[src/rtl/rqs_pkg.sv]
package rqs_pkg;
  typedef enum logic {
    CLS_BE  = 1'b0,
    CLS_GBW = 1'b1
  } cls_e;
endpackage

[src/rtl/rqs_gbw_shaper.sv]
module rqs_gbw_shaper #(
  parameter int NQ    = 4,
  parameter int TS_W  = 16,
  parameter int PER_W = 8,
  localparam int QW   = (NQ > 1) ? $clog2(NQ) : 1
) (
  input  logic                  clk,
  input  logic                  rst_n,
  input  logic [TS_W-1:0]       now,
  input  logic [NQ-1:0]         ne,
  input  logic [NQ*PER_W-1:0]   period_cfg,
  input  logic                  upd,
  input  logic [QW-1:0]         upd_q,
  output logic                  pick_valid,
  output logic [QW-1:0]         pick_q
);
  logic [TS_W-1:0] ts_q [NQ];
  logic [NQ-1:0]   elig;
  logic [TS_W-1:0] best_ts;
  logic [TS_W-1:0] diff;

  // eligible when now - ts is non-negative as a signed value
  always_comb begin
    for (int q = 0; q < NQ; q++) begin
      diff    = now - ts_q[q];
      elig[q] = ne[q] && !diff[TS_W-1];
    end
  end

  // earliest timestamp wins; strict compare keeps the lowest index on ties
  always_comb begin
    logic [TS_W-1:0] d;
    pick_valid = 1'b0;
    pick_q     = '0;
    best_ts    = '0;
    for (int q = 0; q < NQ; q++) begin
      d = ts_q[q] - best_ts;
      if (elig[q] && (!pick_valid || d[TS_W-1])) begin
        pick_valid = 1'b1;
        pick_q     = QW'(q);
        best_ts    = ts_q[q];
      end
    end
  end

  for (genvar g = 0; g < NQ; g++) begin : g_ts
    logic [TS_W-1:0] lag;
    logic [TS_W-1:0] base;
    assign lag  = now - ts_q[g];
    assign base = lag[TS_W-1] ? ts_q[g] : now;
    always_ff @(posedge clk) begin
      if (!rst_n) begin
        ts_q[g] <= '0;
      end else if (upd && (upd_q == QW'(g))) begin
        ts_q[g] <= base + TS_W'(period_cfg[g*PER_W +: PER_W]);
      end
    end
  end
endmodule

[src/rtl/rqs_be_wrr.sv]
module rqs_be_wrr #(
  parameter int NQ   = 4,
  parameter int WT_W = 4,
  localparam int QW  = (NQ > 1) ? $clog2(NQ) : 1
) (
  input  logic                clk,
  input  logic                rst_n,
  input  logic [NQ-1:0]       ne,
  input  logic [NQ*WT_W-1:0]  weight_cfg,
  input  logic                upd,
  input  logic [QW-1:0]       upd_q,
  input  logic                upd_reload,
  output logic                pick_valid,
  output logic [QW-1:0]       pick_q,
  output logic                pick_reload
);
  logic [WT_W-1:0] cred_q [NQ];
  logic [QW-1:0]   ptr_q;
  logic [NQ-1:0]   live;
  logic [NQ-1:0]   cand;

  always_comb begin
    for (int q = 0; q < NQ; q++) live[q] = ne[q] && (cred_q[q] != '0);
    pick_reload = ~|live;
    for (int q = 0; q < NQ; q++) begin
      cand[q] = pick_reload ? (ne[q] && (weight_cfg[q*WT_W +: WT_W] != '0)) : live[q];
    end
  end

  // circular search starting at the pointer
  always_comb begin
    int idx;
    pick_valid = 1'b0;
    pick_q     = '0;
    for (int k = 0; k < NQ; k++) begin
      idx = int'(ptr_q) + k;
      if (idx >= NQ) idx = idx - NQ;
      if (!pick_valid && cand[idx]) begin
        pick_valid = 1'b1;
        pick_q     = QW'(idx);
      end
    end
  end

  for (genvar g = 0; g < NQ; g++) begin : g_cred
    logic [WT_W-1:0] start;
    assign start = upd_reload ? weight_cfg[g*WT_W +: WT_W] : cred_q[g];
    always_ff @(posedge clk) begin
      if (!rst_n) begin
        cred_q[g] <= '0;
      end else if (upd) begin
        if (upd_q == QW'(g)) begin
          cred_q[g] <= (start != '0) ? start - 1'b1 : '0;
        end else if (upd_reload) begin
          cred_q[g] <= start;
        end
      end
    end
  end

  always_ff @(posedge clk) begin
    if (!rst_n) begin
      ptr_q <= '0;
    end else if (upd) begin
      ptr_q <= (int'(upd_q) == NQ-1) ? '0 : upd_q + 1'b1;
    end
  end
endmodule

[src/rtl/rqs_sched.sv]
module rqs_sched #(
  parameter int NQ    = 4,
  parameter int TS_W  = 16,
  parameter int PER_W = 8,
  parameter int WT_W  = 4,
  localparam int QW   = (NQ > 1) ? $clog2(NQ) : 1
) (
  input  logic                clk,
  input  logic                rst_n,
  input  logic                period_tick,
  input  logic [NQ-1:0]       gbw_ne,
  input  logic [NQ-1:0]       be_ne,
  input  logic [NQ*PER_W-1:0] gbw_period,
  input  logic [NQ*WT_W-1:0]  be_weight,
  output logic                req_valid,
  input  logic                req_ready,
  output logic [QW-1:0]       req_qid,
  output logic                req_gbw,
  output logic                xfer_valid,
  output logic [QW-1:0]       xfer_qid,
  output logic                xfer_gbw
);
  import rqs_pkg::*;

  logic [TS_W-1:0] now_q;
  logic            grant;
  logic            gbw_pick_valid;
  logic [QW-1:0]   gbw_pick_q;
  logic            be_pick_valid;
  logic [QW-1:0]   be_pick_q;
  logic            be_pick_reload;
  logic            req_reload_q;
  cls_e            cls_sel;

  assign grant   = req_valid && req_ready;
  assign cls_sel = gbw_pick_valid ? CLS_GBW : CLS_BE;

  rqs_gbw_shaper #(.NQ(NQ), .TS_W(TS_W), .PER_W(PER_W)) u_gbw (
    .clk        (clk),
    .rst_n      (rst_n),
    .now        (now_q),
    .ne         (gbw_ne),
    .period_cfg (gbw_period),
    .upd        (grant && req_gbw),
    .upd_q      (req_qid),
    .pick_valid (gbw_pick_valid),
    .pick_q     (gbw_pick_q)
  );

  rqs_be_wrr #(.NQ(NQ), .WT_W(WT_W)) u_be (
    .clk         (clk),
    .rst_n       (rst_n),
    .ne          (be_ne),
    .weight_cfg  (be_weight),
    .upd         (grant && !req_gbw),
    .upd_q       (req_qid),
    .upd_reload  (req_reload_q),
    .pick_valid  (be_pick_valid),
    .pick_q      (be_pick_q),
    .pick_reload (be_pick_reload)
  );

  always_ff @(posedge clk) begin
    if (!rst_n) begin
      now_q <= '0;
    end else if (period_tick) begin
      now_q <= now_q + 1'b1;
    end
  end

  always_ff @(posedge clk) begin
    if (!rst_n) begin
      req_valid    <= 1'b0;
      req_qid      <= '0;
      req_gbw      <= 1'b0;
      req_reload_q <= 1'b0;
    end else if (!req_valid) begin
      if (period_tick && (gbw_pick_valid || be_pick_valid)) begin
        req_valid    <= 1'b1;
        req_qid      <= gbw_pick_valid ? gbw_pick_q : be_pick_q;
        req_gbw      <= (cls_sel == CLS_GBW);
        req_reload_q <= !gbw_pick_valid && be_pick_reload;
      end
    end else if (req_ready) begin
      req_valid <= 1'b0;
    end
  end

  always_ff @(posedge clk) begin
    if (!rst_n) begin
      xfer_valid <= 1'b0;
      xfer_qid   <= '0;
      xfer_gbw   <= 1'b0;
    end else begin
      xfer_valid <= grant;
      if (grant) begin
        xfer_qid <= req_qid;
        xfer_gbw <= req_gbw;
      end
    end
  end
endmodule

[config.mk]
export PLATFORM = sky130hd
export DESIGN_NAME = rqs_sched
export DESIGN_NICKNAME = d
export VERILOG_FILES = /design/src/rtl/rqs_pkg.sv /design/src/rtl/rqs_gbw_shaper.sv /design/src/rtl/rqs_be_wrr.sv /design/src/rtl/rqs_sched.sv
export SDC_FILE = /design/constraint.sdc
export NUM_CORES = 1
export LEC_CHECK = 0
export BUFFER_PORTS_ARGS = -buffer_cell sky130_fd_sc_hd__clkbuf_2
export CELL_PAD_IN_SITES_DETAIL_PLACEMENT = 0
export CELL_PAD_IN_SITES_GLOBAL_PLACEMENT = 1
export CORE_UTILIZATION = 30
export DETAILED_ROUTE_END_ITERATION = 8
export GPL_ROUTABILITY_DRIVEN = 0
export GPL_TIMING_DRIVEN = 0
export PLACE_DENSITY = 0.63
export SETUP_SLACK_MARGIN = 0.02
export SLEW_MARGIN = 20
export SYNTH_ARGS = -nofsm -noshare
export SYNTH_HDL_FRONTEND = slang
export SYNTH_HIERARCHICAL = 1
export SYNTH_SLANG_ARGS = --single-unit
[constraint.sdc]
create_clock -name clk -period 13.3 [get_ports clk]
set_input_delay 2.66 -clock clk [delete_from_list [all_inputs] [get_ports clk]]
set_output_delay 2.66 -clock clk [all_outputs]
set_load 0.01 [all_outputs]
# Word-level counts from Yosys, hierarchy flattened

Memories as Yosys holds them, arrays and structs flattened.
Index checks and enable logic that the tools add are counted.

Bits in writable memories: 80
Bits in latches: 0
Output and inout port bits: 8
Memory bits (read-only): 0
Flip-flop bits (word level): 27
Bits of input ports: 60
Memories kept: 2
Word-level logic and storage cells: 233

Memories:

| memory      | depth | width | rd ports | clocked after memory_dff | wr ports | line                 | RTL |
|---|---|---|---|---|---|---|---|
| u_gbw.ts_q  | 4     | 16    | 4        | 0                        | 4        | rqs_gbw_shaper.sv:17 | `logic [TS_W-1:0] ts_q [NQ];` |
| u_be.cred_q | 4     | 4     | 4        | 0                        | 4        | rqs_be_wrr.sv:17     | `logic [WT_W-1:0] cred_q [NQ];` |

Add/subtract/negate cells: 24
Eq/ne operators: 4
Mux-type cells: 114
Reduce and logical (&&, ||, !) cells: 59
Magnitude comparators: 8
Bitwise operators: 13
Multiply operators: 0
Shifts and indexed selects: 0
Div/mod/pow operators: 0

Operators by type and width:

| operator                                                                      | number |
|---|---|
| 16-bit 2-to-1 mux                                                             | 11 |
| 32-bit by 4-bit less-than comparator with 1-bit output, second input constant | 4 |
| 32-bit 2-to-1 mux                                                             | 4 |
| 16-bit subtractor                                                             | 7 |
| 32-bit by 4-bit >= comparator with 1-bit output, second input constant        | 3 |
| 32-bit by 4-bit subtractor with 32-bit output, second input constant          | 3 |
| 1-bit 2-to-1 mux                                                              | 71 |
| 16-bit by 8-bit adder with 16-bit output                                      | 4 |
| 4-bit 2-to-1 mux                                                              | 16 |
| 4-bit nonzero test                                                            | 12 |
| 1-bit logical AND                                                             | 27 |
| 16-bit by 1-bit adder with 16-bit output, second input constant               | 1 |
| 2-bit 2-to-1 mux                                                              | 8 |
| 4-bit by 1-bit subtractor with 4-bit output, second input constant            | 4 |
| 1-bit logical NOT                                                             | 13 |
| 1-bit OR                                                                      | 12 |
| 1-bit binary-select mux with 2-bit select                                     | 4 |
| 2-bit by 2-bit adder with 3-bit output, second input constant                 | 2 |
| 2-bit by 1-bit equality test with 1-bit output, second input constant         | 2 |
| 2-bit equality test, second input constant                                    | 2 |
| 1-bit logical OR                                                              | 4 |
| 4-bit OR reduction                                                            | 1 |
| 2-bit by 3-bit subtractor with 4-bit output, second input constant            | 1 |
| 2-bit by 1-bit adder with 3-bit output, second input constant                 | 1 |
| other kinds (5)                                                               | 5 |

# Logic depth before layout (Yosys ltp)

An unclocked memory read counts as a cell.

Depth in word-level cells: 22
Gate-level depth with buffers: 46
Gate-level depth less buffers: 42

# Hierarchy

Netlist, hierarchy kept.

By module, submodules not included:

| module         | times used | cells an instance | seq. area each (µm²) | area each (µm²) |
|---|---|---|---|---|
| rqs_gbw_shaper | 1          | 952               | 1921.8               | 8110.3 |
| rqs_be_wrr     | 1          | 155               | 520.5                | 1486.4 |
| rqs_sched      | 1          | 119               | 500.5                | 1138.6 |

# Worst setup path after synthesis

OpenSTA, ideal clock, no wires.

Path kind: input to register
Start: input port gbw_ne[0]
End: register req_qid[1]
Buffers on the path: 5
Library setup time: 0.117 ns
Cell stages on the path: 43
Data required time: 13.183 ns
Arrival: 9.841 ns
Slack: 3.342 ns
Cell sequence: nand2_1 > or2_1 > o22a_1 > nand2_1 > buf_2 > buf_1 > nand2_1 > ha_1 > a211oi_1 > o221ai_1 > o21ai_0 > nand2_1 > xnor2_1 > a21oi_1 > clkbuf_1 > clkbuf_1 > a21oi_1 > ha_1 > [7 not listed] > buf_6 > mux2_4 > ha_1 > a21oi_1 > nor2b_1 > o21ai_0 > nand2b_1 > a21oi_1 > nor2b_1 > o21ai_0 > nand2b_1 > a221oi_1 > o211ai_2 > xnor2_1 > o21ai_1 > mux2_2 > mux2i_1 > nor2b_1

Elaborated cells between the ends (all ways): 26
Those cells by class: 3 x add/sub; 10 x mux; 13 x reduce/logical

RTL lines:

| item                                                   | line                                       | RTL |
|---|---|---|
| start, declared                                        | rqs_sched.sv:11                            | `input logic [NQ-1:0] gbw_ne,` |
| 1-bit logical AND (*)                                  | rqs_gbw_shaper.sv:26                       | `elig[q] = ne[q] && !diff[TS_W-1];` |
| 16-bit 2-to-1 mux or 1-bit 2-to-1 mux (tied branches)  | rqs_gbw_shaper.sv:38                       | `if (elig[q] && (!pick_valid \|\| d[TS_W-1])) begin` |
| 16-bit subtractor or 1-bit logical NOT (tied branches) | rqs_gbw_shaper.sv:37, rqs_gbw_shaper.sv:38 |  |
| 1-bit logical OR                                       | rqs_gbw_shaper.sv:38                       |  |
| 1-bit logical AND                                      | rqs_gbw_shaper.sv:38                       |  |
| 16-bit 2-to-1 mux or 1-bit 2-to-1 mux (tied branches)  | rqs_gbw_shaper.sv:38                       |  |
| 16-bit subtractor or 1-bit logical NOT (tied branches) | rqs_gbw_shaper.sv:37, rqs_gbw_shaper.sv:38 |  |
| 1-bit logical OR                                       | rqs_gbw_shaper.sv:38                       |  |
| 1-bit logical AND                                      | rqs_gbw_shaper.sv:38                       |  |
| 16-bit 2-to-1 mux or 1-bit 2-to-1 mux (tied branches)  | rqs_gbw_shaper.sv:38                       |  |
| 16-bit subtractor or 1-bit logical NOT (tied branches) | rqs_gbw_shaper.sv:37, rqs_gbw_shaper.sv:38 |  |
| 1-bit logical OR                                       | rqs_gbw_shaper.sv:38                       |  |
| 1-bit logical AND                                      | rqs_gbw_shaper.sv:38                       |  |
| 2-bit 2-to-1 mux (*)                                   | rqs_gbw_shaper.sv:38                       |  |
| named net gbw_pick_q[1]                                | rqs_sched.sv:28                            | `logic [QW-1:0] gbw_pick_q;` |
| 2-bit 2-to-1 mux (*)                                   | rqs_sched.sv:80                            | `req_qid <= gbw_pick_valid ? gbw_pick_q : be_pick_q;` |
| end signal, assigned                                   | rqs_sched.sv:80                            |  |
| end, declared                                          | rqs_sched.sv:17                            | `output logic [QW-1:0] req_qid,` |

The timed path passes the listed nets; every way through them passes the cells marked *.
A chain may end at the register's enable or synchronous reset.

# Worst setup path in the final report

Start: input port gbw_ne[0]
End: register req_qid[0]

Same word-level chain as after synthesis.

==> flow_metrics.env <==
export IMPL_wl_met1_um=15300
export IMPL_p_comb_frac=0.212
export IMPL_reg2reg_from="now_q[4]$_SDFFE_PN0P_"
export IMPL_die_h_um=191
export IMPL_grt_setup_unrepaired="false"
export IMPL_vdd_drop_max_mv=0.0488
export IMPL_grt_pass1_vias=8968
export IMPL_wl_met2_um=15200
export IMPL_start_util=0.308
export IMPL_hold_class="reg -> reg"
export IMPL_drtIter0Drc=464
export IMPL_leakage_uw=0.00491
export IMPL_holdPathStages=2
export IMPL_tns_ns=0
export IMPL_dp_hpwl_um=25600
export IMPL_drive_gt1_frac=0.124
export IMPL_register_area_um2=2940
export IMPL_startpoint_type="primary input"
export IMPL_drcViolationCount=0
export IMPL_pin_count=68
export IMPL_cts_tree="built"
export IMPL_synth_seq_cells=107
export IMPL_fmax_ghz=0.0844
export IMPL_areaGrowthSynthToFinish_pct=11.4
export IMPL_p_switching_uw=275
export IMPL_multi_input_area_um2=7270
export IMPL_top_layer="met5"
export IMPL_crit_type="in -> reg"
export IMPL_nets=1506
export IMPL_clkSinkCount=107
export IMPL_synthArstFlopShare=0
export IMPL_cts_made_buffers=9
export IMPL_yosysWarnings=6
export IMPL_core_rowCount=68
export IMPL_crit_top_cell="a21oi_1"
export IMPL_ff2ff_path_depth=45
export IMPL_ys_seq_area_frac=0.274
export IMPL_via_per_inst=5.20
export IMPL_max_cap_violations=0
export IMPL_r2r_setup_slack_ns=2.23
export IMPL_antenna_found_initial=1
export IMPL_fp_coreArea_um2=34900
export IMPL_crit_fanout=10
export IMPL_hold_viol=0
export IMPL_port_buffers=66
export IMPL_critPathSlowestCell="a2111oi_0"
export IMPL_ys_flop_type="edfxtp_1"
export IMPL_clk_pin_slew_ns=0.10
export IMPL_grt_pass1_wl_um=50400
export IMPL_pwr_share_seq=0.452
export IMPL_clock_latency_ns=0.38
export IMPL_cts_resized=0
export IMPL_min_period_over_period=0.891
export IMPL_cp_arrival_ns=12.13
export IMPL_min_delay_start="req_reload_q$_SDFFE_PN0P_"
export IMPL_die_w_um=191
export IMPL_n_fill_cell=3702
export IMPL_syn_area_um2=10700
export IMPL_max_slew_margin=0.404
export IMPL_syn_inst=1226
export IMPL_cts_buffer_depth=2
export IMPL_place_area_um2=11600
export IMPL_wl_met3_um=1070
export IMPL_grt_util_all_layers=0.183
export IMPL_worst_pin_slew_ns=0.891
export IMPL_wl_per_cell_um=18.5
export IMPL_wl_um=32600
export IMPL_syn_avg_cell_area_um2=8.76
export IMPL_clkPwrFrac=0.337
export IMPL_cts_root_buf="clkbuf_16"
export IMPL_rr_endpoint="req_qid[0]$_SDFFE_PN0P_"
export IMPL_finClkSkew_ns=0.0208
export IMPL_grt_max_degree=22
export IMPL_post_cts_buffers=0
export IMPL_syn_nets=1428
export IMPL_grt_remaining_overflow=0
export IMPL_die_area_um2=36500
export IMPL_design_area_um2=12000
export IMPL_holdPathEnd="req_reload_q$_SDFFE_PN0P_"
export IMPL_slew_violations=0
export IMPL_powerDensity_nw_per_um2=71.7
export IMPL_switching_share=0.321
export IMPL_synth_cell_type_count=87
export IMPL_post_route_min_period_ns=11.85
export IMPL_synth_edf_count=80
export IMPL_drtPass1Iterations=5
export IMPL_finalSetupViolCount=0
export IMPL_htree_levels=3
export IMPL_cts_hold_buf=0
export IMPL_internal_power_uw=582
export IMPL_ant_nets=0
export IMPL_slowest_delay_ns=0.72
export IMPL_status="complete, no violations"
export IMPL_vias=9173
export IMPL_crit_path_end_kind="register"
export IMPL_required_ns=13.58
export IMPL_n_antenna_cell=0
[worst max-delay path, delay by kind of cell]
kind	cells	cell delay, ns
buffers and inverters	6	1.77
AOI/OAI and AO/OA	19	4.40
adders and majority gates	3	0.99
muxes	3	0.71
xor gates and xnor gates	3	0.54
and+or+nand+nor	10	1.04
[worst max path at each step]
stage / slack [ns] / endpoint / cells past startpoint / startpoint
finish: 1.45 / req_qid[0]$_SDFFE_PN0P_ / 44 / gbw_ne[0]
CTS: 1.37 / req_qid[0]$_SDFFE_PN0P_ / 44 / gbw_ne[0]
global route: 0.89 / req_qid[1]$_SDFFE_PN0P_ / 44 / gbw_ne[0]
global placement: 1.01 / req_qid[0]$_SDFFE_PN0P_ / 44 / gbw_ne[0]
floorplan: 3.34 / req_qid[1]$_SDFFE_PN0P_ / 43 / gbw_ne[0]
detailed placement: 0.94 / req_qid[0]$_SDFFE_PN0P_ / 44 / gbw_ne[0]
[cells in the mapped netlist, types with 27 or more instances]
library cell | n | share of area
ha_1 | 138 | 0.16
nor2_1 | 127 | 0.044
a21oi_1 | 85 | 0.040
edfxtp_1 | 80 | 0.22
nand2_1 | 93 | 0.033
mux2_2 | 29 | 0.030
o21ai_0 | 60 | 0.028
dfxtp_1 | 27 | 0.050
nor3_1 | 27 | 0.013
xnor2_1 | 59 | 0.048
inv_1 | 96 | 0.034
nand3_1 | 36 | 0.017
mux2i_1 | 35 | 0.033
[sequential cells by signal, summed over array words and instances (netlist names)]
name / cells
now_q: 16
req_gbw: 1
req_qid: 2
req_reload_q: 1
req_valid: 1
u_be/cred_q: 16
u_be/ptr_q: 2
u_gbw/ts_q: 64
xfer_gbw: 1
xfer_qid: 2
xfer_valid: 1
[through the flow]
stage	instances	worst slack, ns	total power (uW)	util	hold WS, ns
floorplan	1226	3.34	519	-	0.438
global placement	1747	1.01	574	0.334	0.447
detailed placement	1748	0.945	576	0.334	0.463
CTS	1764	1.37	868	0.343	0.477
global route	1764	0.886	903	0.343	0.510
finish	1764	1.45	857	0.343	0.471
[layout by cell type (no fill, tap or decap), types with 14 or more instances in the layout]
| cell | instances |
|---|---|
| nand2b_1 | 14 |
| nand2_1 | 93 |
| o21ai_0 | 59 |
| nor3_1 | 27 |
| o21bai_1 | 18 |
| nand4_1 | 23 |
| dfxtp_1 | 27 |
| inv_1 | 96 |
| a21oi_1 | 85 |
| ha_1 | 138 |
| nor2b_1 | 20 |
| edfxtp_1 | 80 |
| clkbuf_1 | 21 |
| mux2i_1 | 35 |
| a211oi_1 | 17 |
| xor2_1 | 26 |
| clkbuf_2 | 67 |
| mux2_2 | 29 |
| nor2_1 | 127 |
| xnor2_1 | 59 |
| nand3_1 | 36 |
[layer usage]
layer,vias to the layer above,global-route usage
li1,4614,-
met5,-,0
met3,34,0.0242
met1,4372,0.237
met2,151,0.307
met4,2,0.0711
[cells by family after synthesis]
| group | Yosys count | synth area share |
|---|---|---|
| AO/OA/AOI/OAI | 278 | 0.176 |
| XOR/XNOR | 88 | 0.0749 |
| adder cells (fa/ha/maj) | 142 | 0.168 |
| buffers and inverters | 134 | 0.0494 |
| flip-flops | 107 | 0.274 |
| multiplexers | 72 | 0.0742 |
| AND/OR/NAND/NOR | 405 | 0.183 |
[power by group through the flow]
stage,clock [uW],sequential (uW),combinational [uW]
after global placement,0,394,179
after floorplan,0,387,132
after CTS,298,387,183
final,289,387,181
after global routing,310,389,204
after detailed placement,0,395,181
[layout make-up]
| cell class | instances | area share |
|---|---|---|
| multi-input combinational | 985 | 0.608 |
| buffer | 38 | 0.0142 |
| timing repair buffer | 67 | 0.0286 |
| sequential | 107 | 0.246 |
| clock buffer | 9 | 0.0188 |
| tap | 455 | 0.0476 |
| inverter | 96 | 0.0301 |
| clock inverter | 7 | 0.00659 |
Note: power is estimated with default switching activity, not from simulation.
